### config.mk
export PLATFORM = sky130hd
export DESIGN_NAME = blkcopy_dma
export DESIGN_NICKNAME = d
export VERILOG_FILES = /design/src/rtl/blkcopy_pkg.sv /design/src/rtl/blkcopy_addr_ctr.sv /design/src/rtl/blkcopy_wcount.sv /design/src/rtl/blkcopy_seq.sv /design/src/rtl/blkcopy_dma.sv
export SDC_FILE = /design/constraint.sdc
export NUM_CORES = 1
export LEC_CHECK = 0
export BUFFER_PORTS_ARGS = -buffer_cell sky130_fd_sc_hd__buf_2
export CORE_UTILIZATION = 45
export CTS_CLUSTER_SIZE = 25
export DETAILED_ROUTE_END_ITERATION = 10
export GPL_TIMING_DRIVEN = 0
export PLACE_DENSITY_LB_ADDON = 0.12
export RECOVER_POWER = 100
export REMOVE_ABC_BUFFERS = 1
export SYNTH_ARGS = -nofsm -noshare
export SYNTH_HDL_FRONTEND = slang
export SYNTH_SLANG_ARGS = --single-unit
### constraint.sdc
create_clock -name clk -period 8.3 [get_ports clk]
set_input_delay 1.66 -clock clk [delete_from_list [all_inputs] [get_ports clk]]
set_output_delay 1.66 -clock clk [all_outputs]
set_load 0.01 [all_outputs]
### src/rtl/blkcopy_pkg.sv
package blkcopy_pkg;

  typedef enum logic [3:0] {
    ST_IDLE = 4'd0,
    ST_REQ  = 4'd1,
    ST_RD1  = 4'd2,
    ST_RD2  = 4'd3,
    ST_RD3  = 4'd4,
    ST_RD4  = 4'd5,
    ST_WR1  = 4'd6,
    ST_WR2  = 4'd7,
    ST_WR3  = 4'd8,
    ST_WR4  = 4'd9
  } xfer_state_e;

  function automatic logic is_rd_half(xfer_state_e s);
    return (s == ST_RD1) || (s == ST_RD2) || (s == ST_RD3) || (s == ST_RD4);
  endfunction

  function automatic logic is_wr_half(xfer_state_e s);
    return (s == ST_WR1) || (s == ST_WR2) || (s == ST_WR3) || (s == ST_WR4);
  endfunction

endpackage

### src/rtl/blkcopy_addr_ctr.sv
module blkcopy_addr_ctr #(
  parameter int AW = 16
) (
  input  logic          clk,
  input  logic          rst_n,
  input  logic          load,
  input  logic [AW-1:0] load_val,
  input  logic          step,
  input  logic          down,
  output logic [AW-1:0] addr
);

  localparam logic [AW-1:0] ONE = AW'(1);

  logic [AW-1:0] addr_d;

  always_comb begin
    addr_d = addr;
    if (load) begin
      addr_d = load_val;
    end else if (step) begin
      addr_d = down ? (addr - ONE) : (addr + ONE);
    end
  end

  always_ff @(posedge clk or negedge rst_n) begin
    if (!rst_n) begin
      addr <= '0;
    end else if (load || step) begin
      addr <= addr_d;
    end
  end

endmodule

### src/rtl/blkcopy_wcount.sv
module blkcopy_wcount #(
  parameter int CW = 16
) (
  input  logic          clk,
  input  logic          rst_n,
  input  logic          load,
  input  logic [CW-1:0] load_val,
  input  logic          dec,
  output logic          last
);

  localparam logic [CW-1:0] ONE = CW'(1);

  logic [CW-1:0] cnt_q;
  logic [CW-1:0] cnt_d;

  always_comb begin
    cnt_d = cnt_q;
    if (load) begin
      cnt_d = load_val;
    end else if (dec) begin
      cnt_d = cnt_q - ONE;
    end
  end

  always_ff @(posedge clk or negedge rst_n) begin
    if (!rst_n) begin
      cnt_q <= '0;
    end else if (load || dec) begin
      cnt_q <= cnt_d;
    end
  end

  assign last = (cnt_q == '0);

endmodule

### src/rtl/blkcopy_seq.sv
module blkcopy_seq
  import blkcopy_pkg::*;
(
  input  logic        clk,
  input  logic        rst_n,
  input  logic        start,
  input  logic        hack,
  input  logic        rdy,
  input  logic        eop,
  input  logic        last,
  output xfer_state_e state,
  output logic        load,
  output logic        capture,
  output logic        step,
  output logic        done
);

  xfer_state_e state_d;
  logic        eop_seen;
  logic        eop_seen_d;
  logic        finish;
  logic        active;
  logic        done_d;

  assign active  = is_rd_half(state) || is_wr_half(state);
  assign load    = (state == ST_IDLE) && start;
  assign capture = (state == ST_RD3) && rdy;
  assign step    = (state == ST_WR4);
  assign finish  = last || eop_seen || eop;
  assign done_d  = step && finish;

  always_comb begin
    state_d = state;
    unique case (state)
      ST_IDLE: if (start) state_d = ST_REQ;
      ST_REQ:  if (hack)  state_d = ST_RD1;
      ST_RD1:  state_d = ST_RD2;
      ST_RD2:  state_d = ST_RD3;
      ST_RD3:  if (rdy)   state_d = ST_RD4;
      ST_RD4:  state_d = ST_WR1;
      ST_WR1:  state_d = ST_WR2;
      ST_WR2:  state_d = ST_WR3;
      ST_WR3:  if (rdy)   state_d = ST_WR4;
      ST_WR4:  state_d = finish ? ST_IDLE : ST_RD1;
      default: state_d = ST_IDLE;
    endcase
  end

  always_comb begin
    eop_seen_d = eop_seen;
    if (load) begin
      eop_seen_d = 1'b0;
    end else if (active && eop) begin
      eop_seen_d = 1'b1;
    end
  end

  always_ff @(posedge clk or negedge rst_n) begin
    if (!rst_n) begin
      state    <= ST_IDLE;
      eop_seen <= 1'b0;
      done     <= 1'b0;
    end else begin
      state    <= state_d;
      eop_seen <= eop_seen_d;
      done     <= done_d;
    end
  end

endmodule

### src/rtl/blkcopy_dma.sv
module blkcopy_dma
  import blkcopy_pkg::*;
#(
  parameter int AW = 16,
  parameter int CW = 16,
  parameter int DW = 8
) (
  input  logic          clk,
  input  logic          rst_n,
  input  logic          start,
  input  logic [AW-1:0] cfg_src,
  input  logic [AW-1:0] cfg_dst,
  input  logic [CW-1:0] cfg_cnt,
  input  logic          cfg_dec,
  input  logic          cfg_fill,
  output logic          hreq,
  input  logic          hack,
  input  logic          rdy,
  input  logic          eop,
  output logic [AW-1:0] mem_addr,
  output logic          mem_rd,
  output logic          mem_wr,
  input  logic [DW-1:0] rdata,
  output logic [DW-1:0] wdata,
  output logic          busy,
  output logic          done
);

  localparam int NPTR   = 2;
  localparam int P_SRC  = 0;
  localparam int P_DST  = 1;

  xfer_state_e   state;
  logic          load;
  logic          capture;
  logic          step;
  logic          last;
  logic          dec_q;
  logic          fill_q;
  logic [DW-1:0] hold_q;
  logic [AW-1:0] ptr      [NPTR];
  logic [AW-1:0] ptr_init [NPTR];
  logic          ptr_step [NPTR];
  logic          rd_half;
  logic          wr_half;

  blkcopy_seq u_seq (
    .clk     (clk),
    .rst_n   (rst_n),
    .start   (start),
    .hack    (hack),
    .rdy     (rdy),
    .eop     (eop),
    .last    (last),
    .state   (state),
    .load    (load),
    .capture (capture),
    .step    (step),
    .done    (done)
  );

  blkcopy_wcount #(.CW(CW)) u_wcount (
    .clk      (clk),
    .rst_n    (rst_n),
    .load     (load),
    .load_val (cfg_cnt),
    .dec      (step),
    .last     (last)
  );

  assign ptr_init[P_SRC] = cfg_src;
  assign ptr_init[P_DST] = cfg_dst;
  assign ptr_step[P_SRC] = step && !fill_q;
  assign ptr_step[P_DST] = step;

  for (genvar gi = 0; gi < NPTR; gi++) begin : g_ptr
    blkcopy_addr_ctr #(.AW(AW)) u_ctr (
      .clk      (clk),
      .rst_n    (rst_n),
      .load     (load),
      .load_val (ptr_init[gi]),
      .step     (ptr_step[gi]),
      .down     (dec_q),
      .addr     (ptr[gi])
    );
  end

  always_ff @(posedge clk or negedge rst_n) begin
    if (!rst_n) begin
      dec_q  <= 1'b0;
      fill_q <= 1'b0;
    end else if (load) begin
      dec_q  <= cfg_dec;
      fill_q <= cfg_fill;
    end
  end

  always_ff @(posedge clk or negedge rst_n) begin
    if (!rst_n) begin
      hold_q <= '0;
    end else if (capture) begin
      hold_q <= rdata;
    end
  end

  assign rd_half  = is_rd_half(state);
  assign wr_half  = is_wr_half(state);
  assign busy     = (state != ST_IDLE);
  assign hreq     = busy;
  assign mem_rd   = (state == ST_RD2) || (state == ST_RD3);
  assign mem_wr   = (state == ST_WR2) || (state == ST_WR3);
  assign wdata    = wr_half ? hold_q : '0;
  assign mem_addr = rd_half ? ptr[P_SRC] : (wr_half ? ptr[P_DST] : '0);

endmodule

==> metrics.md <==
| Metric | Value |
|---|---|
| Wirelength per Cell | 16.2 um |
| Largest net degree at the start of global routing | 65 |
| Clock skew | 0.0106 ns |
| Minimum clock period | 4.54 ns |
| Main combinational cell family by area after synthesis | compound AO/OA/AOI/OAI gates |
| Fin cells | 749 |
| Post-CTS Setup Repair Bufs | 0 |
| Die height | 103 um |
| CTS buffer count | 9 |
| CORE AREA | 9860 um^2 |
| Unrepaired setup endpoints after global routing | no |
| Synth cell types | 63 |
| Simple-gate share of the synthesized area | 18.6% |
| Mapped Area | 4610 um^2 |
| Crit-path max FO | 64 |
| Startpoint types | primary input |
| DRC | 0 |
| Setup Viol. Count Final | 0 |
| First-pass GRT wire length | 19200 um |
| FP Rows | 36 |
| Longest Clk Path Bufs | 2 |
| FMAX | 0.220 GHz |
| Vias in the first global route | 3992 |
| Static leakage | 0.00235 uW |
| Peak VDD IR | 187 uV |
| Ys Warns | 0 |
| CP delay by family, top | buffers and inverters |
| Hold Crit Class | register to register |
| Layout cells sized above 1 | 15.6% |
| #FFs+latches synth | 64 |
| Fin crit share | 54.7% |
| Final Hold Viols | 0 |
| Die X | 103 um |
| Data arrival, critical path | 4.20 ns |
| Critical Path Max Stage Delay | 2.49 ns |
| CTS Sinks | 64 |
| Worst path cell trace | clkbuf_1 |
| EDFF count, synth | 0 |
| Sequential area share after synthesis | 34.7% |
| CTS Root Cell | clkbuf_8 |
| Effective utilization at floorplan | 46.8% |
| Pre-CTS setup slack | 4.54 ns |
| GRT Total Usage | 24.0% |
| Worst slew pin tran | 3.60 ns |
| ANT cells | 0 |
| Synth Instances | 532 |
| Max Cap Viol | 4 |
| Die area | 10700 um^2 |
| Critical Path End Type | asynchronous set/reset pin |
| Worst hold stages | 1 |
| Commonest non-fill, non-tap cell in the layout | nand2_1 |
| Initial antenna violation count | 0 |
| Routed via count | 4254 |
| Worst-case reg-to-reg path depth | 8 |
| Total Nets Final | 706 |
| Area Overhead vs Synth | 14.5% |
| PostCTS Resize Cnt | 0 |
| Failing checks | max-capacitance violations, max-slew violations |
| Dpl cells | 733 |
| GPL Wtd Cong | 0.871 |
| Outcome | complete, but fails checks |
| Pre-antenna DRT Iters | 4 |
| Initial DRC Count | 142 |
| WS Path Type | primary input to asynchronous set/reset pin |
| Setup TNS Final | 0 ns |
| Hold-fix buffers at CTS | 0 |
| Design Area, Final | 5280 um^2 |
| CP Buf/Inv Count | 1 |
| Filler cell count | 969 |
| Leading cell types in the layout, fill and taps excluded | 68 x nand2_1, 64 x dfrtp_1, 60 x buf_2 |
| Routed wire length | 12200 um |
| Synth async-reset ratio | 100% |
| Ys flop type | dfrtp_1 |
| Complex-gate fraction of the synthesized area | 25.1% |
| Hpwl dp | 8430 um |
| CTS tree | done |
| Worst-Skew Late Latency | 0.38 ns |
| CP Depth | 1 |
| Worst-path clk slew | 0.08 ns |
| Max-slew headroom | -140% |
| Mux contribution to synthesized area | 3.93% |
| Number of I/O port buffers | 92 |
| H-tree levels | 3 |
| DRT antenna net count | 0 |
| Setup ws final | 3.76 ns |
| Pwr Density | 453 nW/um^2 |
| Synth Area in Adders | 8.73% |
| WHS | 0.500 ns |
| Final Max Tran Viols | 185 |
| DP Area | 5160 um^2 |
| Xor/xnor share of the synthesized area | 5.89% |
| CP max-delay cell | clkbuf_1 |
| IO Pins | 93 |
| Total gr overflow | 0 |
| WP data required | 7.96 ns |
| Vias per cell | 5.68 |
| Syn avg cell area | 8.67 um^2 |
[synth_stat cells, types with 5 or more instances]
cell	n	area share, %
nand2_1	68	5.5
dfrtp_1	64	35
nor2_1	48	3.9
a21oi_1	43	4.7
ha_1	29	7.9
o21ai_0	29	3.1
xnor2_1	19	3.6
clkbuf_1	18	1.5
a22o_1	16	3.0
nand3_1	13	1.4
a21o_1	12	2.0
xor2_1	12	2.3
and2_1	10	1.4
o21ai_1	10	1.1
inv_1	9	0.73
mux2_2	9	2.2
a31oi_1	8	1.1
mux2i_1	8	1.7
and3_1	6	0.81
buf_2	6	0.65
o22ai_1	6	0.81
nor3_1	5	0.54
nor3b_1	5	0.81
o21bai_1	5	0.81
[layer usage]
layer	global-route usage, %	wire (um)	vias to the layer above
li1	-	-	2114
met1	30.4	5610	2041
met2	38.9	5820	83
met3	7.26	498	16
met4	8.34	237	0
met5	0	0	-
[per-stage QoR]
stage	util [%]	power, uW
6_report	53.5	2390
5_1_grt	53.5	2610
4_1_cts	54.3	2430
3_5_place_dp	52.3	2140
3_3_place_gp	52.1	2090
2_1_floorplan	-	1740
[final cells by class]
type                       instances  area (um^2)  area share, %
multi-input combinational        433         2860           54.1
sequential                        64         1600           30.3
timing repair buffer              93          424           8.03
tap                              133          166           3.15
clock buffer                       9          124           2.35
clock inverter                     7         72.6           1.37
inverter                          10         37.5          0.711
[final timing paths]
check	from	to	slack, ns
worst max register to register	dec_q$_DFFE_PN0P_	g_ptr[0].u_ctr.addr[13]$_DFFE_PN0P_	4.67
worst min register to register	hold_q[1]$_DFFE_PN0P_	hold_q[1]$_DFFE_PN0P_	0.50
max in group clk	u_seq.state[1]$_DFFE_PN0P_	mem_addr[8]	4.09
min in group asynchronous	rst_n	u_seq.state[2]$_DFFE_PN0P_	2.51
worst max-delay path	rst_n	g_ptr[0].u_ctr.addr[0]$_DFFE_PN0P_	3.76
worst min-delay path	hold_q[1]$_DFFE_PN0P_	hold_q[1]$_DFFE_PN0P_	0.50
[flip-flops by register name, indices dropped and copies added, names as in the netlist]
name and count:
hold_q 8, fill_q 1, u_wcount.cnt_q 16, g_ptr.u_ctr.addr 32, u_seq.state 4, u_seq.eop_seen 1, u_seq.done 1, dec_q 1
[power by group]
group | switching, uW | leakage, uW | internal (uW) | total, uW
clock network | 138 | 0.0000952 | 138 | 277
registers | 183 | 0.000766 | 462 | 645
logic | 831 | 0.00148 | 638 | 1470
total | 1150 | 0.00235 | 1240 | 2390
[cell families after synthesis]
| logic type | after synthesis |
|---|---|
| compound gates | 173 |
| xor+xnor | 31 |
| fa+ha+maj | 31 |
| buf+inv | 35 |
| flops | 64 |
| mux | 17 |
| simple gates | 181 |
Power figures use the tool's default switching activity.
